<file path="src/rtl/ipsp_pkg.sv">
// Shared confidence type and saturating helpers for the stride prefetcher.
// Assumes a 2-bit confidence counter with a firing threshold of 2.
package ipsp_pkg;
    typedef logic [1:0] conf_t;
    localparam conf_t CONF_MAX  = 2'd3;
    localparam conf_t CONF_FIRE = 2'd2;

    function automatic conf_t conf_up(input conf_t c);
        return (c == CONF_MAX) ? c : c + 2'd1;
    endfunction

    function automatic conf_t conf_down(input conf_t c);
        return (c == 2'd0) ? c : c - 2'd1;
    endfunction
endpackage

</file>
<file path="src/rtl/ipsp_table.sv">
// Direct-mapped per-load history table: one entry per index value.
// Assumes read and write use the same index in a cycle; the write is
// visible from the next cycle. Reset empties every entry.
module ipsp_table
    import ipsp_pkg::*;
#(
    parameter int TAG_W  = 28,
    parameter int ADDR_W = 32,
    parameter int IDX_W  = 4
) (
    input  logic              clk,
    input  logic              rst_n,
    input  logic [IDX_W-1:0]  idx,
    input  logic              wr_en,
    input  logic [TAG_W-1:0]  wr_tag,
    input  logic [ADDR_W-1:0] wr_last,
    input  logic [ADDR_W-1:0] wr_stride,
    input  conf_t             wr_conf,
    output logic              rd_valid,
    output logic [TAG_W-1:0]  rd_tag,
    output logic [ADDR_W-1:0] rd_last,
    output logic [ADDR_W-1:0] rd_stride,
    output conf_t             rd_conf
);
    localparam int DEPTH = 1 << IDX_W;

    logic              e_valid  [DEPTH];
    logic [TAG_W-1:0]  e_tag    [DEPTH];
    logic [ADDR_W-1:0] e_last   [DEPTH];
    logic [ADDR_W-1:0] e_stride [DEPTH];
    conf_t             e_conf   [DEPTH];

    for (genvar e = 0; e < DEPTH; e++) begin : g_entry
        // Holds one entry; loads it when this index is written.
        always_ff @(posedge clk) begin
            if (!rst_n) begin
                e_valid[e]  <= 1'b0;
                e_tag[e]    <= '0;
                e_last[e]   <= '0;
                e_stride[e] <= '0;
                e_conf[e]   <= '0;
            end else if (wr_en && idx == IDX_W'(e)) begin
                e_valid[e]  <= 1'b1;
                e_tag[e]    <= wr_tag;
                e_last[e]   <= wr_last;
                e_stride[e] <= wr_stride;
                e_conf[e]   <= wr_conf;
            end
        end
    end

    // Combinational read of the selected entry.
    always_comb begin
        rd_valid  = e_valid[idx];
        rd_tag    = e_tag[idx];
        rd_last   = e_last[idx];
        rd_stride = e_stride[idx];
        rd_conf   = e_conf[idx];
    end

    a_r1_write_sets_valid: assert property (@(posedge clk) disable iff (!rst_n)
        wr_en |=> e_valid[$past(idx)]);
endmodule

</file>
<file path="src/rtl/ipsp_train.sv">
// Training and decision logic: computes the updated entry for an
// observation and decides whether a prefetch is issued.
// Assumes the table entry read for the observation is already presented.
module ipsp_train
    import ipsp_pkg::*;
#(
    parameter int IP_W      = 32,
    parameter int ADDR_W    = 32,
    parameter int IDX_W     = 4,
    parameter int PAGE_BITS = 12,
    localparam int TAG_W    = IP_W - IDX_W
) (
    input  logic              clk,
    input  logic              rst_n,
    input  logic              obs_valid,
    input  logic [IP_W-1:0]   obs_ip,
    input  logic [ADDR_W-1:0] obs_addr,
    input  logic              rd_valid,
    input  logic [TAG_W-1:0]  rd_tag,
    input  logic [ADDR_W-1:0] rd_last,
    input  logic [ADDR_W-1:0] rd_stride,
    input  conf_t             rd_conf,
    output logic [IDX_W-1:0]  idx,
    output logic              wr_en,
    output logic [TAG_W-1:0]  wr_tag,
    output logic [ADDR_W-1:0] wr_last,
    output logic [ADDR_W-1:0] wr_stride,
    output conf_t             wr_conf,
    output logic              fire,
    output logic [ADDR_W-1:0] target
);
    logic              hit;
    logic              same;
    logic              page_ok;
    logic [ADDR_W-1:0] delta;

    // Splits the instruction pointer into index and tag.
    always_comb begin
        idx    = obs_ip[IDX_W-1:0];
        wr_tag = obs_ip[IP_W-1:IDX_W];
    end

    // Updates the entry fields and applies the request filters.
    always_comb begin
        hit       = obs_valid && rd_valid && (rd_tag == wr_tag);
        delta     = obs_addr - rd_last;
        same      = (delta == rd_stride);
        wr_en     = obs_valid;
        wr_last   = obs_addr;
        wr_stride = '0;
        wr_conf   = '0;
        if (hit) begin
            if (same) begin
                wr_stride = rd_stride;
                wr_conf   = conf_up(rd_conf);
            end else begin
                wr_stride = (rd_conf == 2'd0) ? delta : rd_stride;
                wr_conf   = conf_down(rd_conf);
            end
        end
        target  = obs_addr + rd_stride;
        page_ok = (target[ADDR_W-1:PAGE_BITS] == obs_addr[ADDR_W-1:PAGE_BITS]);
        fire    = hit && same && (rd_stride != '0) && (wr_conf >= CONF_FIRE) && page_ok;
    end

    a_r2_fire_needs_tracked_load: assert property (@(posedge clk) disable iff (!rst_n)
        fire |-> rd_valid && obs_valid);
    a_r7_no_zero_stride: assert property (@(posedge clk) disable iff (!rst_n)
        fire |-> target != obs_addr);
    a_r8_same_page: assert property (@(posedge clk) disable iff (!rst_n)
        fire |-> ((target ^ obs_addr) >> PAGE_BITS) == '0);
    a_r3_conf_threshold: assert property (@(posedge clk) disable iff (!rst_n)
        fire |-> rd_conf >= 2'd1);
endmodule

</file>
<file path="src/rtl/ipsp_slot.sv">
// Single-entry output slot with valid/ready handshake.
// A new request always replaces a waiting one; acceptance clears it.
module ipsp_slot #(
    parameter int ADDR_W = 32
) (
    input  logic              clk,
    input  logic              rst_n,
    input  logic              load,
    input  logic [ADDR_W-1:0] load_addr,
    input  logic              pf_ready,
    output logic              pf_valid,
    output logic [ADDR_W-1:0] pf_addr
);
    // Loads the newest request or drops the accepted one.
    always_ff @(posedge clk) begin
        if (!rst_n) begin
            pf_valid <= 1'b0;
            pf_addr  <= '0;
        end else if (load) begin
            pf_valid <= 1'b1;
            pf_addr  <= load_addr;
        end else if (pf_valid && pf_ready) begin
            pf_valid <= 1'b0;
        end
    end

    a_r9_hold_when_stalled: assert property (@(posedge clk) disable iff (!rst_n)
        pf_valid && !pf_ready && !load |=> pf_valid && $stable(pf_addr));
    a_r9_newest_wins: assert property (@(posedge clk) disable iff (!rst_n)
        load |=> pf_valid && pf_addr == $past(load_addr));
    a_r10_drop_after_accept: assert property (@(posedge clk) disable iff (!rst_n)
        pf_valid && pf_ready && !load |=> !pf_valid);
endmodule

</file>
<file path="src/rtl/ip_stride_pf.sv">
// Per-load stride prefetcher top: history table, training logic and
// output slot. Assumes at most one load observation per cycle.
module ip_stride_pf
    import ipsp_pkg::*;
#(
    parameter int IP_W      = 32,
    parameter int ADDR_W    = 32,
    parameter int IDX_W     = 4,
    parameter int PAGE_BITS = 12
) (
    input  logic              clk,
    input  logic              rst_n,
    input  logic              obs_valid,
    input  logic [IP_W-1:0]   obs_ip,
    input  logic [ADDR_W-1:0] obs_addr,
    input  logic              pf_ready,
    output logic              pf_valid,
    output logic [ADDR_W-1:0] pf_addr
);
    localparam int TAG_W = IP_W - IDX_W;

    logic [IDX_W-1:0]  idx;
    logic              wr_en;
    logic [TAG_W-1:0]  wr_tag;
    logic [ADDR_W-1:0] wr_last;
    logic [ADDR_W-1:0] wr_stride;
    conf_t             wr_conf;
    logic              rd_valid;
    logic [TAG_W-1:0]  rd_tag;
    logic [ADDR_W-1:0] rd_last;
    logic [ADDR_W-1:0] rd_stride;
    conf_t             rd_conf;
    logic              fire;
    logic [ADDR_W-1:0] target;

    ipsp_table #(.TAG_W(TAG_W), .ADDR_W(ADDR_W), .IDX_W(IDX_W)) u_table (
        .clk(clk), .rst_n(rst_n), .idx(idx), .wr_en(wr_en),
        .wr_tag(wr_tag), .wr_last(wr_last), .wr_stride(wr_stride), .wr_conf(wr_conf),
        .rd_valid(rd_valid), .rd_tag(rd_tag), .rd_last(rd_last),
        .rd_stride(rd_stride), .rd_conf(rd_conf)
    );

    ipsp_train #(.IP_W(IP_W), .ADDR_W(ADDR_W), .IDX_W(IDX_W), .PAGE_BITS(PAGE_BITS)) u_train (
        .clk(clk), .rst_n(rst_n), .obs_valid(obs_valid), .obs_ip(obs_ip), .obs_addr(obs_addr),
        .rd_valid(rd_valid), .rd_tag(rd_tag), .rd_last(rd_last),
        .rd_stride(rd_stride), .rd_conf(rd_conf),
        .idx(idx), .wr_en(wr_en), .wr_tag(wr_tag), .wr_last(wr_last),
        .wr_stride(wr_stride), .wr_conf(wr_conf), .fire(fire), .target(target)
    );

    ipsp_slot #(.ADDR_W(ADDR_W)) u_slot (
        .clk(clk), .rst_n(rst_n), .load(fire), .load_addr(target),
        .pf_ready(pf_ready), .pf_valid(pf_valid), .pf_addr(pf_addr)
    );

    a_r1_request_follows_load: assert property (@(posedge clk) disable iff (!rst_n)
        !pf_valid ##1 pf_valid |-> $past(obs_valid));
endmodule

</file>
<file path="config.mk">
export PLATFORM = sky130hd
export DESIGN_NAME = ip_stride_pf
export DESIGN_NICKNAME = d
export VERILOG_FILES = /design/src/rtl/ipsp_pkg.sv /design/src/rtl/ipsp_table.sv /design/src/rtl/ipsp_train.sv /design/src/rtl/ipsp_slot.sv /design/src/rtl/ip_stride_pf.sv
export SDC_FILE = /design/constraint.sdc
export NUM_CORES = 2
export LEC_CHECK = 0
export ABC_AREA = 1
export BUFFER_PORTS_ARGS = -buffer_cell sky130_fd_sc_hd__buf_4
export CORE_MARGIN = 1.5
export CORE_UTILIZATION = 30
export CTS_BUF_LIST = sky130_fd_sc_hd__clkbuf_4 sky130_fd_sc_hd__clkbuf_8
export DETAILED_ROUTE_END_ITERATION = 12
export SYNTH_ARGS = -nofsm -noshare
export SYNTH_HDL_FRONTEND = slang
export SYNTH_HIERARCHICAL = 1
export SYNTH_SLANG_ARGS = --single-unit
</file>
<file path="constraint.sdc">
create_clock -name clk -period 13.7 [get_ports clk]
set_clock_uncertainty 0.1 [all_clocks]
set_input_delay 3.425 -clock clk [delete_from_list [all_inputs] [get_ports clk]]
set_output_delay 3.425 -clock clk [all_outputs]
set_load 0.01 [all_outputs]
</file>
==> impl_metrics.csv <==
group,metric,value,unit
sta,finalCritPeriodShare,0.671,
worst_setup_path,crit_type,"primary input to register",
cells_and_area,drive_gt1_frac,0.0689,
worst_setup_path,reg2reg_depth,29,
global_routing,grt_usage,0.194,
sta,setup-violations-final,0,
worst_setup_path,end_kind,"register",
global_routing,grt_overflow,0,
synth,synthTopCellsByArea,"edfxtp_1, nand2_1, nor2_1",
synth,synth_top_cell_area_share,0.575,
detailed_routing,vias_per_cell,4.78,
hold_path,min_path_type,"register to register",
worst_setup_path,crit_required,14.39,ns
floorplan,start_util,0.302,
placement,dp_hpwl,147000,µm
clocking,clockBufferDepth,4,
detailed_routing,antenna_left,0,
cells_and_area,finalNonFillerCells,13300,
synth,avgSynthCellArea,8.13,µm²
floorplan,rows,188,
clocking,clock_sinks,1553,
synth,syn_nets,9882,
detailed_routing,dr.pass1.iters,6,
synth,synth_flop_cell,"edfxtp_1",
worst_setup_path,cp_data_arrival_time,9.89,ns
sta,maxSlewHeadroom,0.188,
synth,synth.distinct_cells,50,
detailed_routing,first_iter_violations,6730,
sta,min_period,9.19,ns
clocking,h-tree-depth,5,
detailed_routing,totalWireLength,266000,µm
floorplan,die_w,517,µm
detailed_routing,drc,0,
clocking,post_cts_buffers,0,
clocking,hold_buffers,0,
detailed_routing,num_vias,63400,
cells_and_area,multi_input_area,0.0281,mm²
synth,synthCells,9749,
placement,postPlaceCellArea,0.0829,mm²
floorplan,ioPinCount,101,
pwr,p_per_area,126,mW/mm²
clocking,cts_tree,"done",
synth,synth_edf_count,1519,
clocking,root_buffer,"clkbuf_8",
synth,yosys_register_bits,1553,
sta,report.final.slew_viol_count,0,
hold_path,min_from,"u_table/e_valid[8]",
placement,pre_cts_slack,3.71,ns
cells_and_area,register_area,0.0463,mm²
worst_setup_path,start_kind,"primary input",
placement,io_buffers,100,
global_routing,grt_max_degree,146,
pwr,leakagePower,39.2,nW
global_routing,grt_pass1_wl,388000,µm
clocking,worstSkewPairLatency,1.03,ns
worst_setup_path,rr_endpoint,"u_table/e_stride[1][15]",
cells_and_area,stdcell_area,0.0878,mm²
worst_setup_path,crit_fanout,46,
placement,dp_cells,12800,
floorplan,die_h,517,µm
floorplan,dieArea,0.267,mm²
synth,syn_area,0.0793,mm²
global_routing,grt_pass1_vias,58700,
placement,globalplace.congestion,0.945,
cells_and_area,nets,9724,
sta,setup-tns-final,0,ns
sta,max_freq,109,MHz
sta,timing_hold_violations_final,0,
global_routing,antenna_found_initial,6,
synth,ys_seq_area_frac,0.584,
worst_setup_path,timing.reg2reg.setup_slack,7.95,ns
hold_path,min_to,"u_table/e_valid[8]",
clocking,ctsResizeCount,0,
clocking,cts-buffers-inserted,274,
worst_setup_path,reg2reg_from,"u_table/e_last[6][0]",
pwr,peakVddDrop,0.0836,mV
floorplan,core-area,0.263,mm²
sta,rsz0062_at_grt,"false",
detailed_routing,wl_per_cell,20.0,µm
synth,yosysWarnings,6,
synth,ys_async_sr_fraction,0,
clocking,path_clk_slew,0.06,ns
cells_and_area,area_growth,10.7,%
run,maxCapViolCount,0,
pwr,power,11.1,mW
status,outcome,"complete, no violations",
hold_path,min_path_cells,2,
sta,worstMarginPinSlew,1.22,ns
sta,setup_ws,4.51,ns
cells_and_area,fill_cells,27300,
synth,yosysTopAreaCell,"edfxtp_1",
-- worst max-delay path by stage --
stage | endpoint | slack [ns] | from | cells past startpoint
floorplan | u_table/e_conf[0][0] | 2.05 | obs_ip[2] | 5
global placement | u_table/e_stride[3][6] | 3.69 | obs_ip[1] | 30
detailed placement | u_table/e_stride[3][6] | 3.71 | obs_ip[1] | 30
CTS | u_table/e_stride[1][6] | 4.79 | obs_ip[1] | 31
global route | u_table/e_stride[8][3] | 4.03 | obs_ip[1] | 30
finish | u_table/e_stride[1][15] | 4.51 | obs_ip[3] | 26
-- final cells by class --
type	count	share of cell area
Clock buffer	370	0.0521
Clock inverter	65	0.00397
Sequential cell	1553	0.527
Tap cell	3515	0.0501
Multi-Input combinational cell	6935	0.320
Antenna cell	1	0.0000285
Timing Repair Buffer	205	0.0200
Inverter	622	0.0270
-- placed cells by master (no fill, tap or decap), types with 16 or more instances in the layout --
cell	count
clkbuf_4	82
inv_1	610
edfxtp_1	1519
nand2_1	4680
buf_4	187
clkinv_1	48
o21ai_0	39
o21ai_4	16
xor2_1	21
clkbuf_8	288
dfxtp_1	34
ha_1	63
nand4_1	21
nor2_1	1721
buf_12	16
a21oi_1	59
nand3_1	169
-- registers in the layout, summed over array words and instances, names as in the netlist --
signal and count:
u_table/e_conf 32, u_table/e_last 512, u_slot/pf_valid 1, u_table/e_tag 448
u_table/e_stride 512, u_slot/pf_addr 32, u_table/e_valid 16
-- metal layers --
metal	GRT usage	up-vias	wire (µm)
li1	-	30000	-
met1	0.261	30300	112000
met2	0.315	2671	123000
met3	0.0347	479	22700
met4	0.0673	4	8410
met5	0	-	23
-- through the flow --
stage | hold slack, ns | util
5_1_grt | 0.360 | 0.335
2_1_floorplan | 0.323 | -
6_report | 0.354 | 0.335
3_5_place_dp | 0.340 | 0.316
3_3_place_gp | 0.340 | 0.316
4_1_cts | 0.351 | 0.335
-- where the power goes --
| part | total [mW] | switching (mW) | internal, mW | leakage, nW |
|---|---|---|---|---|
| clock network | 4.07 | 1.88 | 2.20 | 2.61 |
| logic | 1.52 | 1.13 | 0.389 | 21.3 |
| registers | 5.51 | 0.0562 | 5.45 | 15.3 |
| total | 11.1 | 3.07 | 8.03 | 39.2 |
-- Yosys cell counts (4+ instances only) --
master       n
a21oi_1     59
a21oi_2      4
a22o_1       4
and2_1       5
buf_1       39
buf_2      201
buf_4       69
buf_6        6
clkbuf_1   322
dfxtp_1     34
edfxtp_1  1519
ha_1        63
inv_1      610
inv_2       12
nand2_1   4680
nand2_2     10
nand3_1    183
nand3b_1    15
nand4_1     21
nor2_1    1723
nor2_2       7
nor3_1      15
nor3_2       5
nor4_1       9
o21ai_0     55
o21ai_1      6
o21bai_1     5
o22ai_1      6
xnor2_1      9
xnor3_1      6
xor2_1      21
-- critical path: stages --
cell,delay [ns]
buf_4,0.14
nand2_1,0.34
inv_6,0.63
buf_4,0.70
buf_4,0.47
nand2_1,0.14
nand2_1,0.09
inv_1,0.04
nand2_1,0.32
nand3b_1,0.16
nand2_1,0.05
nor2_1,0.12
nand3_1,0.11
nor2_1,0.23
nand2_1,0.08
nor2_1,0.16
nand2_1,0.07
nor2_1,0.09
nand3_1,0.14
nor2_2,0.16
nand3_4,0.39
nand2_8,0.43
nor2_1,0.07
nor2_1,0.51
inv_1,0.45
nor2_1,0.21
-- logic make-up (layout without fill, tap and decap cells) --
family                     Yosys count  count (layout)  synth area share
AOI/OAI and AO/OA                  148             148            0.0103
xor gates and xnor gates            36              36           0.00502
adders and majority gates           65              65            0.0104
buffers and inverters             1261            1262            0.0670
DFF                               1553            1553             0.584
other                                0               1                 0
and+or+nand+nor                   6686            6686             0.324
No activity file was read; power rests on OpenSTA's default activity.
